<file path="config.mk">
export PLATFORM = sky130hd
export DESIGN_NAME = pwr_mode_ctl
export DESIGN_NICKNAME = d
export VERILOG_FILES = /design/src/rtl/pwr_mode_pkg.sv /design/src/rtl/pwr_wake_src.sv /design/src/rtl/pwr_mode_fsm.sv /design/src/rtl/pwr_clk_gate.sv /design/src/rtl/pwr_osc_reg.sv /design/src/rtl/pwr_mode_ctl.sv
export SDC_FILE = /design/constraint.sdc
export NUM_CORES = 1
export LEC_CHECK = 0
export BUFFER_PORTS_ARGS = -buffer_cell sky130_fd_sc_hd__buf_2
export CAP_MARGIN = 30
export CORE_ASPECT_RATIO = 1.1
export CORE_MARGIN = 5
export CORE_UTILIZATION = 39
export CTS_BUF_LIST = sky130_fd_sc_hd__clkbuf_4 sky130_fd_sc_hd__clkbuf_8
export DETAILED_ROUTE_END_ITERATION = 12
export PLACE_DENSITY = 0.85
export SLEW_MARGIN = 10
export SYNTH_ARGS = -nofsm -noshare
export SYNTH_HDL_FRONTEND = slang
export SYNTH_SLANG_ARGS = --single-unit
</file>
<file path="constraint.sdc">
create_clock -name clk -period 1.2 [get_ports clk]
set_input_delay 0.06 -clock clk [delete_from_list [all_inputs] [get_ports clk]]
set_output_delay 0.06 -clock clk [all_outputs]
set_load 0.05 [all_outputs]
</file>
<file path="src/rtl/pwr_mode_pkg.sv">
package pwr_mode_pkg;
  typedef enum logic [1:0] {
    PM_RUN     = 2'd0,
    PM_IDLE    = 2'd1,
    PM_SLEEP   = 2'd2,
    PM_RESTART = 2'd3
  } pm_state_e;

  typedef struct packed {
    logic wdt;
    logic irq;
  } wake_cause_t;

  localparam int CAUSE_W = $bits(wake_cause_t);
endpackage

</file>
<file path="src/rtl/pwr_wake_src.sv">
module pwr_wake_src
  import pwr_mode_pkg::*;
#(
  parameter int N_IRQ = 8
) (
  input  logic [N_IRQ-1:0] irq_req,
  input  logic [N_IRQ-1:0] irq_en,
  input  logic             wdt_timeout,
  output logic             wake_pend,
  output wake_cause_t      cause
);
  logic [N_IRQ-1:0] live;

  genvar g;
  generate
    for (g = 0; g < N_IRQ; g++) begin : g_mask
      assign live[g] = irq_req[g] & irq_en[g];
    end
  endgenerate

  always_comb begin
    cause.irq = |live;
    cause.wdt = wdt_timeout;
    wake_pend = cause.irq | cause.wdt;
  end
endmodule

</file>
<file path="src/rtl/pwr_mode_fsm.sv">
module pwr_mode_fsm
  import pwr_mode_pkg::*;
(
  input  logic        clk,
  input  logic        rst_n,
  input  logic        cmd_valid,
  input  logic        cmd_sleep,
  input  logic        wake_pend,
  input  wake_cause_t cause,
  input  logic        wdt_enabled,
  input  logic        osc_ready,
  output pm_state_e   state,
  output logic        wdt_clr,
  output logic        wake_stb,
  output wake_cause_t wake_cause
);
  pm_state_e   nxt;
  wake_cause_t held;
  logic        leave_idle;
  logic        leave_restart;

  always_comb begin
    nxt = state;
    unique case (state)
      PM_RUN:     if (cmd_valid && !wake_pend) nxt = cmd_sleep ? PM_SLEEP : PM_IDLE;
      PM_IDLE:    if (wake_pend) nxt = PM_RUN;
      PM_SLEEP:   if (wake_pend) nxt = PM_RESTART;
      PM_RESTART: if (osc_ready) nxt = PM_RUN;
      default:    nxt = PM_RUN;
    endcase
  end

  assign leave_idle    = (state == PM_IDLE) && wake_pend;
  assign leave_restart = (state == PM_RESTART) && osc_ready;

  always_ff @(posedge clk or negedge rst_n) begin
    if (!rst_n) begin
      state      <= PM_RUN;
      wdt_clr    <= 1'b0;
      wake_stb   <= 1'b0;
      wake_cause <= '0;
      held       <= '0;
    end else begin
      state    <= nxt;
      wdt_clr  <= (state == PM_RUN) && (nxt == PM_SLEEP) && wdt_enabled;
      wake_stb <= leave_idle || leave_restart;
      if (state == PM_SLEEP && wake_pend) held <= cause;
      if (leave_idle)         wake_cause <= cause;
      else if (leave_restart) wake_cause <= held;
      else                    wake_cause <= '0;
    end
  end
endmodule

</file>
<file path="src/rtl/pwr_clk_gate.sv">
module pwr_clk_gate
  import pwr_mode_pkg::*;
(
  input  pm_state_e state,
  input  logic      wdt_enabled,
  output logic      cpu_clk_en,
  output logic      periph_clk_en,
  output logic      main_osc_en,
  output logic      lprc_en,
  output logic      clk_mon_en
)
;
  always_comb begin
    cpu_clk_en    = 1'b0;
    periph_clk_en = 1'b0;
    main_osc_en   = 1'b0;
    clk_mon_en    = 1'b0;
    unique case (state)
      PM_RUN: begin
        cpu_clk_en    = 1'b1;
        periph_clk_en = 1'b1;
        main_osc_en   = 1'b1;
        clk_mon_en    = 1'b1;
      end
      PM_IDLE: begin
        periph_clk_en = 1'b1;
        main_osc_en   = 1'b1;
        clk_mon_en    = 1'b1;
      end
      PM_RESTART: main_osc_en = 1'b1;
      default: ;
    endcase
    lprc_en = wdt_enabled;
  end
endmodule

</file>
<file path="src/rtl/pwr_osc_reg.sv">
module pwr_osc_reg #(
  parameter int              OSC_W   = 3,
  parameter logic [OSC_W-1:0] RST_OSC = '0
) (
  input  logic             clk,
  input  logic             rst_n,
  input  logic             freeze,
  input  logic             wr,
  input  logic [OSC_W-1:0] wr_val,
  input  logic             lock,
  input  logic             switch_done,
  output logic [OSC_W-1:0] req_osc,
  output logic [OSC_W-1:0] cur_osc
);
  always_ff @(posedge clk or negedge rst_n) begin
    if (!rst_n) begin
      req_osc <= RST_OSC;
      cur_osc <= RST_OSC;
    end else if (!freeze) begin
      if (wr && !lock) req_osc <= wr_val;
      if (switch_done) cur_osc <= req_osc;
    end
  end
endmodule

</file>
<file path="src/rtl/pwr_mode_ctl.sv">
module pwr_mode_ctl
  import pwr_mode_pkg::*;
#(
  parameter int              N_IRQ   = 8,
  parameter int              OSC_W   = 3,
  parameter logic [OSC_W-1:0] RST_OSC = '0
) (
  input  logic               clk,
  input  logic               rst_n,
  input  logic               ps_cmd_valid,
  input  logic               ps_cmd_sleep,
  input  logic [N_IRQ-1:0]   irq_req,
  input  logic [N_IRQ-1:0]   irq_en,
  input  logic               wdt_timeout,
  input  logic               wdt_enabled,
  input  logic               osc_ready,
  input  logic               osc_wr,
  input  logic [OSC_W-1:0]   osc_wr_sel,
  input  logic               cfg_lock,
  input  logic               osc_switch_done,
  output logic               cpu_clk_en,
  output logic               periph_clk_en,
  output logic               main_osc_en,
  output logic               lprc_en,
  output logic               wdt_clr,
  output logic               clk_mon_en,
  output logic               wake_stb,
  output logic [CAUSE_W-1:0] wake_cause,
  output logic [OSC_W-1:0]   req_osc,
  output logic [OSC_W-1:0]   cur_osc
);
  pm_state_e   state;
  logic        wake_pend;
  wake_cause_t cause;
  wake_cause_t cause_q;
  logic        freeze;

  pwr_wake_src #(.N_IRQ(N_IRQ)) wake_i (
    .irq_req     (irq_req),
    .irq_en      (irq_en),
    .wdt_timeout (wdt_timeout),
    .wake_pend   (wake_pend),
    .cause       (cause)
  );

  pwr_mode_fsm fsm_i (
    .clk         (clk),
    .rst_n       (rst_n),
    .cmd_valid   (ps_cmd_valid),
    .cmd_sleep   (ps_cmd_sleep),
    .wake_pend   (wake_pend),
    .cause       (cause),
    .wdt_enabled (wdt_enabled),
    .osc_ready   (osc_ready),
    .state       (state),
    .wdt_clr     (wdt_clr),
    .wake_stb    (wake_stb),
    .wake_cause  (cause_q)
  );

  assign wake_cause = cause_q;

  pwr_clk_gate gate_i (
    .state         (state),
    .wdt_enabled   (wdt_enabled),
    .cpu_clk_en    (cpu_clk_en),
    .periph_clk_en (periph_clk_en),
    .main_osc_en   (main_osc_en),
    .lprc_en       (lprc_en),
    .clk_mon_en    (clk_mon_en)
  );

  assign freeze = (state == PM_SLEEP) || (state == PM_RESTART);

  pwr_osc_reg #(.OSC_W(OSC_W), .RST_OSC(RST_OSC)) osc_i (
    .clk         (clk),
    .rst_n       (rst_n),
    .freeze      (freeze),
    .wr          (osc_wr),
    .wr_val      (osc_wr_sel),
    .lock        (cfg_lock),
    .switch_done (osc_switch_done),
    .req_osc     (req_osc),
    .cur_osc     (cur_osc)
  );
endmodule

</file>
# Word level (Yosys, flattened, before mapping)
# Index checks and enable logic that the tools add are counted.
op_classes:
  n_eq_ne: 4
  n_mux: 11
  bitwise_logic: 10
  n_reduce_logical: 17
ops:
  columns: ["cell", "n"]
  rows:
  - ["$mux 2", 7]
  - ["$and 1x1->1", 8]
  - ["$pmux 2 s4", 1]
  - ["$reduce_or 8->1", 1]
  - ["$logic_and 1x1->1", 7]
  - ["$eq 2x2->1 const B", 3]
  - ["$reduce_and 2->1", 2]
  - ["$mux 1", 3]
  - ["$reduce_or 3->1", 1]
  - ["$eq 2x1->1 const B", 1]
  - ["$logic_not 1->1", 2]
  - ["$logic_not 2->1", 1]
  - ["$logic_or 1x1->1", 2]
  - ["$reduce_or 2->1", 1]
  - ["$not 1->1", 1]
  - ["$or 1x1->1", 1]
totals:
  ff_bits: 14
  in_bits: 29
  output_inout_bits: 15
  wordCells: 51

# Logic depth before layout (Yosys ltp)
# Gate-level depths: netlist (run 1).
logic_depth:
  ltp_word: 10
  depth_mapped: 5
  mapped_depth_nobuf: 4

# Cells and area by module
# From an unflattened synthesis (run 1), not the netlist that was laid out.
hier_totals:
  cells_unflattened: 55
  hier_area_um2: 668.1
modules_own_cells:
  columns: ["mod", "n_inst", "cells_per_inst", "area_per_inst_um2", "seq_area_each_um2"]
  rows:
  - ["pwr_mode_fsm", 1, 28, 330.3, 200.2]
  - ["pwr_osc_reg", 1, 14, 250.2, 150.1]
  - ["pwr_wake_src", 1, 7, 55.1, 0.0]
  - ["pwr_clk_gate", 1, 5, 28.8, 0.0]
  - ["pwr_mode_ctl", 1, 1, 3.8, 0.0]

# Least setup slack after synthesis (run 1)
# Ideal clock, no wire load.
synth_path:
  path_type: "register to register"
  start: "reg fsm_i.state[1]"
  end: "reg fsm_i.wdt_clr"
  setup_ps: 86
  arrival_ps: 1475
  required_ps: 1114
  path_slack_ps: -361
  path_stages_with_launch: 5
  n_path_buf: 1
  period_less_slack_ps: 1561
  path_cell_list: "dfrtp_1 buf_4 nor2_1 nand4_1 nor3_1"
synth_via:
  elab_chain_len: 5
  word_cells_on_any_way: 12
  classes_between: "4 x eq/ne; 5 x mux; 3 x reduce/logical"
synth_rtl:
  columns: ["item", "line", "text"]
  rows:
  - ["start: declaration", "pwr_mode_fsm.sv:12", "output pm_state_e state,"]
  - ["start signal: assignment", "pwr_mode_fsm.sv:44", "state <= nxt;"]
  - ["$eq 2x2->1, or another cell as far along", "pwr_mode_fsm.sv:24", "unique case (state)"]
  - ["$pmux 2 s4", "pwr_mode_fsm.sv:24", null]
  - ["$eq 2x2->1", "pwr_mode_fsm.sv:45", "wdt_clr <= (state == PM_RUN) && (nxt == PM_SLEEP) && wdt_enabled;"]
  - ["$logic_and 1x1->1 * (2 in a row)", "pwr_mode_fsm.sv:45", null]
  - ["end signal: assignment", "pwr_mode_fsm.sv:45", null]
  - ["end: declaration", "pwr_mode_fsm.sv:13", "output logic wdt_clr,"]
# Every way passes the cells marked *; elsewhere a longest branch is shown, timed or not.
# A chain may end at the register's enable or synchronous reset.

# Worst setup path in the final report (run 1)
layout_path:
  start: "reg fsm_i.state[1]"
  end: "out cpu_clk_en"
layout_via:
  elab_chain_len: 2
layout_rtl:
  columns: ["item", "line", "text"]
  rows:
  - ["$logic_not 2->1", "pwr_clk_gate.sv:18", "unique case (state)"]
  - ["$mux 1", "pwr_clk_gate.sv:18", null]
  - ["end: declaration", "pwr_mode_ctl.sv:21", "output logic cpu_clk_en,"]
# No other way between the ends.

==> results of run 1 <==
-- worst paths after layout --
path | startpoint | to | slack [ps]
worst max-delay path | fsm_i.state[1] | cpu_clk_en | -10
worst min-delay path | osc_wr_sel[0] | osc_i.req_osc[0] | 10
worst max register to register | fsm_i.state[1] | osc_i.req_osc[0] | 0
worst min register to register | fsm_i.held[0] | fsm_i.held[0] | 480
max in group asynchronous | rst_n | fsm_i.state[0] | 740
min in group asynchronous | rst_n | osc_i.req_osc[2] | 210
-- routing by layer --
metal  vias up  track usage  part of all wire
li1        305            -                 -
met1       312        0.127              0.34
met2        40        0.260              0.51
met3         5       0.0536              0.13
met4         0       0.0766             0.021
met5         -            0                 0
-- through the flow --
stage	hold slack, ps	instance area [sq um]	total power, uW	cells
6_report	12.1	1120	2630	126
5_1_grt	2.33	1120	2760	126
4_1_cts	10.5	1110	2620	126
3_5_place_dp	-36.1	965	2030	117
3_3_place_gp	-39.0	965	2000	117
2_1_floorplan	-236	727	1690	56
-- placed cells by master, fill, tap and decap left out --
cell | netlist | layout
buf_2 | 0 | 39
dfrtp_1 | 14 | 12
nand2_1 | 6 | 6
mux2_2 | 6 | 5
buf_6 | 0 | 5
a22oi_4 | 3 | 3
nand3_1 | 3 | 3
clkbuf_4 | 0 | 3
buf_8 | 0 | 3
buf_4 | 3 | 3
a21oi_1 | 2 | 2
a21boi_0 | 2 | 2
dfrtp_2 | 0 | 2
nor2_4 | 0 | 1
nor2_2 | 1 | 1
a22oi_2 | 1 | 1
nand4_4 | 1 | 1
a2111oi_4 | 1 | 1
inv_8 | 0 | 1
and4b_1 | 1 | 1
nor2_1 | 2 | 1
o21ai_1 | 1 | 1
a41o_1 | 1 | 1
nor2b_4 | 0 | 1
inv_2 | 1 | 1
nand4_1 | 1 | 1
nor3_1 | 1 | 1
nor2b_1 | 2 | 1
nor3b_4 | 0 | 1
mux2_4 | 0 | 1
a22o_1 | 1 | 1
clkbuf_8 | 0 | 1
dlygate4sd3_1 | 0 | 1
-- sequential cells by signal, summed over array words and instances, names as in the netlist --
signal	flops
fsm_i.held	2
fsm_i.state	2
fsm_i.wake_cause	2
fsm_i.wake_stb	1
fsm_i.wdt_clr	1
osc_i.cur_osc	3
osc_i.req_osc	3
-- kinds of logic (layout without fill, tap and decap cells) --
group                  Yosys count  count (layout)  share of synthesized area
and+or+nand+nor                 19              19                      0.165
DFF                             14              14                      0.487
AOI/OAI and AO/OA               12              12                      0.212
muxes                            6               6                     0.0939
buffers and inverters            5              57                     0.0417
-- power by group through the flow --
stage          clock, uW  sequential [uW]  combinational [uW]
6_report             330              760                1540
4_1_cts              339              761                1520
5_1_grt              365              785                1610
3_3_place_gp           0              741                1260
2_1_floorplan          0             1110                 583
3_5_place_dp           0              755                1280
-- final cells by class --
| class | count | area, sq um |
|---|---|---|
| fillers | 158 | 642 |
| well taps | 18 | 22.5 |
| multi-input cells | 37 | 364 |
| clock buffers | 4 | 36.3 |
| flip-flops and latches | 14 | 353 |
| inverters | 2 | 15.0 |
| repair buffers | 51 | 329 |
-- what timing repair did --
| item | CTS | global route |
|---|---|---|
| hold buffers | 1 | 0 |
| pin swaps | 2 | 0 |
| endpoints found under the hold margin | 14 | 0 |
| gates resized for setup | 21 | 4 |
| buffers inserted | 4 | 0 |
| endpoints found under the setup margin | 8 | 11 |
==> impl_metrics.toml, run 1 <==
[floorplanning]
die_h_microns = 55.0
initial_utilization = 0.408
die-area_sq_mm = 0.00280
core_area_sq_mm = 0.00176
io_pins = 44
die_w_microns = 51.0
rows = 16

[clock_tree]
cts_max_level = 1
clock_latency_ps = 280
cts-root-buf = "clkbuf_4"
cts.sinks = 14
cts_buffers = 3
cts.clk_slew.worst_paths_ps = 80
clk_path_buf_depth = 2
cts_tree = "built"

[setup_path]
arrival_ps = 1150
crit_chain = "buf_6, nor2_4, buf_8"
slowest_stage = "dfrtp_2"
cp_max_fo = 6
start_kind = "flop"
path_delay_family = "flip-flops"
r2r_cells = 2
cp_data_required_time_ps = 1140
critPathKind = "flop to output pin"
critPathBufInv = 2
crit_cells = 3
critical_path.endpoint_type = "output pin"
slowest_delay_ps = 480

[outcome]
violations = "setup timing"
status = "finished with violations"

[pwr]
combPwrFrac = 0.586
power.switching_uw = 1230
swShare = 0.466
p_leak_uw = 0.000579
p_int_uw = 1410
vdd_drop_max_v = 0.00108
clkPwrFrac = 0.125
pwr-share-seq = 0.289
p_per_area_mw_per_mm2 = 2350

[cells_and_area]
syn2layout_area_growth_pct = 55.7
final_core_util = 0.636
diodes = 0
drive_gt1_frac = 0.685
final_net_count = 138

[timing]
setup_violations = 1
period_share = 1.01
min_period_ps = 1210
fin_ws_ps = -10.7
slew-limit-headroom = 0.797
grt_setup_unrepaired = "yes"
fmax_mhz = 826
worstMarginPinSlew_ps = 305
finalHoldViolCount = 0
slew_violations = 0
skew_ps = 0.926
fin_tns_setup_ps = -10.7

[synthesis]
synth_area_leader_cell = "dfrtp_1"
synth_most_common_cell = "dfrtp_1"
avgSynthCellArea_sq_um = 12.8
syn_nets = 85
yosysSeqAreaShare = 0.487
netlist_top_cells_area = "dfrtp_1, mux2_2, a22oi_4"
synth.cell_area_sq_um = 719
yosysTopAreaCellShare = 0.487
netlist_instances = 56
yosys_warnings = 0
synth_edf_count = 0
ys_types = 23
synth_ff_type = "dfrtp_1"
yosys_register_bits = 14
synth_commonest_cells = "dfrtp_1, mux2_2, nand2_1"
synth-async-reset-ratio = 1.00

[routing]
drtIter0Drc = 3
wl_microns = 1740
drt-vias-per-instance = 5.25
ant_nets = 0
via_count = 662
drt_pre_antenna_iters = 2
drc = 0
wl_per_cell_microns = 13.8

[place]
io_buffers = 43
gp_congestion = 0.724
place_hpwl_microns = 1430
post-place-ws_ps = -34.8

[run]
maxCapViolCount = 0

[global_route]
antenna_found_initial = 0
grt_overflow_total = 0
grt_pass1_vias = 744
grt_max_degree = 15
grt_use_total = 0.138
grt_pass1_wl_microns = 2900

[hold_path]
worstHoldPathType = "input pin to flop"
holdPathStages = 2
Note: power is estimated with default switching activity, not from simulation.
==> run 2: changes to the inputs <==
--- a/config.mk
+++ b/config.mk
@@ -12,7 +12,7 @@
 export CORE_UTILIZATION = 39
 export CTS_BUF_LIST = sky130_fd_sc_hd__clkbuf_4 sky130_fd_sc_hd__clkbuf_8
 export DETAILED_ROUTE_END_ITERATION = 12
-export PLACE_DENSITY = 0.85
+export PLACE_DENSITY = 0.8
 export SLEW_MARGIN = 10
 export SYNTH_ARGS = -nofsm -noshare
 export SYNTH_HDL_FRONTEND = slang
==> run 2 against run 1 <==
Against the previous run: the run still ends with setup timing left; final cell count down 1.6%; critical path depth down 1; wire length is 2.4% higher; count of clock-buffer cells in the layout down 1; critical path type is now flop to flop.
==> impl_metrics.toml, run 2 (synthesis gave the netlist of run 1 again) <==
[pwr]
swShare = 0.483
vdd_drop_max_v = 0.00121
p_leak_uw = 0.000557
combPwrFrac = 0.592
p_per_area_mw_per_mm2 = 2290
power.switching_uw = 1200
pwr-share-seq = 0.306
p_int_uw = 1280
clkPwrFrac = 0.101

[clock_tree]
cts_tree = "built"
cts_buffers = 3
cts-root-buf = "clkbuf_4"
clk_path_buf_depth = 2
clock_latency_ps = 270
cts_max_level = 1
cts.sinks = 14
cts.clk_slew.worst_paths_ps = 70

[cells_and_area]
final_core_util = 0.614
syn2layout_area_growth_pct = 50.3
layout_commonest_cell = "buf_2"
finalNonFillerCells = 124
drive_gt1_frac = 0.670
largestRegisters = "osc_i.cur_osc (3), osc_i.req_osc (3)"
fill_cells = 165
most-common-layout-cells = "buf_2, dfrtp_1, nand2_1, mux2_2"
final_net_count = 137
diodes = 0
final_area_sq_mm = 0.00108

[outcome]
status = "finished with violations"
violations = "setup timing"

[timing]
fmax_mhz = 813
period_share = 1.02
finalHoldViolCount = 0
worstMarginPinSlew_ps = 315
fin_ws_ps = -29.6
skew_ps = 1.47
min_period_ps = 1230
grt_setup_unrepaired = "yes"
setup_violations = 6
slew_violations = 0
slew-limit-headroom = 0.790

[setup_path]
start_kind = "flop"
critical_path.endpoint_type = "flop"
cp_data_required_time_ps = 1360
arrival_ps = 1390
cp_max_fo = 6
critPathKind = "flop to flop"

[routing]
drt_pre_antenna_iters = 3
wl_per_cell_microns = 14.4
drtIter0Drc = 2
ant_nets = 0
wl_microns = 1780
drc = 0
drt-vias-per-instance = 5.17
via_count = 641

[floorplanning]
die-area_sq_mm = 0.00280
rows = 16
io_pins = 44
core_area_sq_mm = 0.00176
die_w_microns = 51.0
die_h_microns = 55.0
initial_utilization = 0.408

[global_route]
grt_max_degree = 15
grt_overflow_total = 0
antenna_found_initial = 0
grt_use_total = 0.143
grt_pass1_vias = 686
grt_pass1_wl_microns = 2940

[place]
io_buffers = 43
post_dp_cell_area_sq_um = 965
dpl.cell_count = 117
gp_congestion = 0.692

[hold_path]
worstHoldPathType = "input pin to flop"

[run]
maxCapViolCount = 0
==> run 2: area by class of cell <==
| type | count | area, sq um | share of cell area |
|---|---|---|---|
| well taps | 18 | 22.5 | 0.0208 |
| clock buffers | 3 | 22.5 | 0.0208 |
| inverters | 2 | 12.5 | 0.0116 |
| flip-flops and latches | 14 | 353 | 0.326 |
| repair buffers | 50 | 317 | 0.293 |
| multi-input cells | 37 | 354 | 0.328 |
==> run 2: per-stage QoR <==
| step | hold slack (ps) | TNS (ps) | total power, uW | setup WS (ps) |
|---|---|---|---|---|
| finish | 21.6 | -104 | 2480 | -29.6 |
| global route | 15.1 | -554 | 2620 | -88.3 |
| CTS | 7.51 | -73.5 | 2480 | -21.7 |
| detailed placement | -28.0 | -75.4 | 2040 | -28.8 |
| global placement | -34.7 | 0 | 2000 | 16.1 |
| floorplan | -236 | -90.6 | 1690 | -25.6 |
==> run 2: routing by layer <==
layer  GRT usage  up-vias  wire, microns
met1       0.140      295            596
met5           0        -              0
li1            -      304              -
met3      0.0456        4            231
met2       0.269       38            921
met4      0.0766        0             32
==> run 2: power by group through the flow <==
| stage | combinational [uW] | clock, uW | sequential, uW |
|---|---|---|---|
| 3_5_place_dp | 1270 | 0 | 764 |
| 6_report | 1470 | 251 | 759 |
| 5_1_grt | 1540 | 292 | 785 |
| 2_1_floorplan | 583 | 0 | 1110 |
| 4_1_cts | 1460 | 263 | 758 |
| 3_3_place_gp | 1250 | 0 | 747 |
==> run 2: path summary, 6_finish.rpt <==
path	from	to	slack, ps	cells after the start
max in group asynchronous	rst_n	fsm_i.state[0]	730	2
min in group asynchronous	rst_n	osc_i.req_osc[1]	210	2
min	osc_wr_sel[1]	osc_i.req_osc[1]	20	2
max reg2reg	fsm_i.state[1]	osc_i.req_osc[2]	-30	2
min reg2reg	fsm_i.held[0]	fsm_i.held[0]	490	2
max	fsm_i.state[1]	osc_i.req_osc[2]	-30	2
==> run 2: critical path: stages, from the launching register on <==
cell and delay, ps:
dfrtp_2 460, nor3b_2 290, mux2_2 370
==> run 2: repair_timing <==
item	4_1_cts	5_1_grt
pin swaps	1	0
setup endpoints to repair	10	12
hold endpoints to repair	14	1
resized for setup	18	2
hold buffers	1	1
buffers inserted	2	0
==> run 3: changes to the inputs <==
--- a/config.mk
+++ b/config.mk
@@ -12,7 +12,7 @@
 export CORE_UTILIZATION = 39
 export CTS_BUF_LIST = sky130_fd_sc_hd__clkbuf_4 sky130_fd_sc_hd__clkbuf_8
 export DETAILED_ROUTE_END_ITERATION = 12
-export PLACE_DENSITY = 0.8
+export PLACE_DENSITY = 0.77
 export SLEW_MARGIN = 10
 export SYNTH_ARGS = -nofsm -noshare
 export SYNTH_HDL_FRONTEND = slang
==> run 3 against run 2 <==
Against the previous run: the run still ends with setup timing left; sequential power grew 0.9%; clock skew about the same; clock power rose by 35%; final cell count is 3.2% higher; hold slack got worse by 13 ps; maximum frequency about the same.
==> impl_metrics.toml, run 3 (synthesis gave the netlist of run 1 again) <==
[timing]
finalHoldViolCount = 0
worstMarginPinSlew_ps = 313
setup_violations = 6
fmax_mhz = 813
period_share = 1.03
slew_violations = 0
min_period_ps = 1230
fin_ws_ps = -30.1
grt_setup_unrepaired = "yes"
skew_ps = 1.15
slew-limit-headroom = 0.792

[place]
post-place-ws_ps = -44.4
gp_congestion = 0.724
dpl.cell_count = 118
place_hpwl_microns = 1410
io_buffers = 43

[routing]
ant_nets = 0
drtIter0Drc = 8
drt-vias-per-instance = 5.15
drc = 0
wl_per_cell_microns = 14.4
via_count = 659
drt_pre_antenna_iters = 4
wl_microns = 1840

[setup_path]
crit_chain = "buf_6, nor2_4, buf_8"
slowest_delay_ps = 480
worst_r2r_startpoint = "fsm_i.state[1]"
cp_max_fo = 7
path_delay_family = "flip-flops"
r2r_cells = 3
start_kind = "flop"
cp_data_required_time_ps = 1140
critPathBufInv = 2
critical_path.endpoint_type = "output pin"
critPathLaunch = "fsm_i.state[1]"
r2r_end = "osc_i.cur_osc[1]"
arrival_ps = 1170
crit_cells = 3
critPathKind = "flop to output pin"
r2r_setup_slack_ps = -20
cp-endpoint = "cpu_clk_en"
slowest_stage = "dfrtp_2"

[cells_and_area]
diodes = 0
largestRegisters = "osc_i.cur_osc (3), osc_i.req_osc (3)"
drive_gt1_frac = 0.682
syn2layout_area_growth_pct = 58.4
most-common-layout-cells = "buf_2, dfrtp_1, nand2_1, buf_6, buf_4"
layout_commonest_cell = "buf_2"
final_core_util = 0.647
finalNonFillerCells = 128
final_net_count = 140

[pwr]
combPwrFrac = 0.579
p_int_uw = 1400
p_leak_uw = 0.000595
p_per_area_mw_per_mm2 = 2310
pwr-share-seq = 0.292
power.switching_uw = 1230
clkPwrFrac = 0.129
vdd_drop_max_v = 0.00103
swShare = 0.467

[global_route]
antenna_found_initial = 0
grt_pass1_vias = 682
grt_overflow_total = 0
grt_max_degree = 15
grt_pass1_wl_microns = 2820
grt_use_total = 0.138

[floorplanning]
die_w_microns = 51.0
die_h_microns = 55.0
rows = 16
die-area_sq_mm = 0.00280
initial_utilization = 0.408
io_pins = 44
core_area_sq_mm = 0.00176

[clock_tree]
cts_max_level = 1
cts-root-buf = "clkbuf_4"
cts.clk_slew.worst_paths_ps = 80
cts.sinks = 14
cts_tree = "built"
clock_latency_ps = 280
clk_path_buf_depth = 2
cts_buffers = 3

[outcome]
violations = "setup timing"
status = "finished with violations"

[run]
maxCapViolCount = 0

[hold_path]
holdPathStages = 2
worstHoldPathType = "input pin to flop"
run 3: worst min-delay path by stage:
stage	slack, ps	end	from
floorplan	-240	fsm_i.held[0]	rst_n
global placement	-30	osc_i.req_osc[1]	rst_n
detailed placement	-30	osc_i.req_osc[0]	rst_n
CTS	3	osc_i.req_osc[0]	osc_wr_sel[0]
global route	4	osc_i.req_osc[0]	osc_wr_sel[0]
finish	9	osc_i.req_osc[0]	osc_wr_sel[0]
run 3: worst reg2reg max path, delay by kind of cell (launching register included):
family,cells,cell delay [ps]
multiplexers,1,340
AND/OR/NAND/NOR,1,120
flip-flops,1,480
buffers and inverters,1,170
run 3: power groups by stage:
stage                     clock network (uW)  registers [uW]  logic, uW
after CTS                                348             761       1430
after global routing                     364             788       1600
after global placement                     0             752       1260
after detailed placement                   0             760       1280
final                                    339             766       1520
after floorplan                            0            1110        583
run 3: layer usage:
layer  vias up  GRT usage  wire length [microns]
met4         0     0.0766                     34
met3         3     0.0402                    248
met2        48      0.271                    919
met5         -          0                      0
li1        312          -                      -
met1       296      0.128                    637
run 3: timing repair:
| item | CTS | global route |
|---|---|---|
| pin swaps | 1 | 1 |
| gates cloned | 0 | 0 |
| buffers inserted | 3 | 1 |
| endpoints found under the setup margin | 11 | 11 |
| gates resized for setup | 15 | 11 |
| hold buffers | 3 | 0 |
| hold endpoints to repair | 16 | 0 |
run 3: area by class of cell:
type	instances	area [sq um]
inverter	2	7.51
multi-input combinational	37	379
sequential	14	353
timing repair buffer	53	342
tap	18	22.5
fill	144	622
clock buffer	4	36.3
run 3: per-stage QoR:
stage	power (uW)	hold WS, ps	area (sq um)	TNS, ps
2_1_floorplan	1690	-236	727	-90.6
3_3_place_gp	2020	-34.2	972	-52.3
3_5_place_dp	2040	-34.1	972	-168
4_1_cts	2530	3.00	1100	-242
5_1_grt	2750	3.93	1140	-546
6_report	2630	8.62	1140	-112
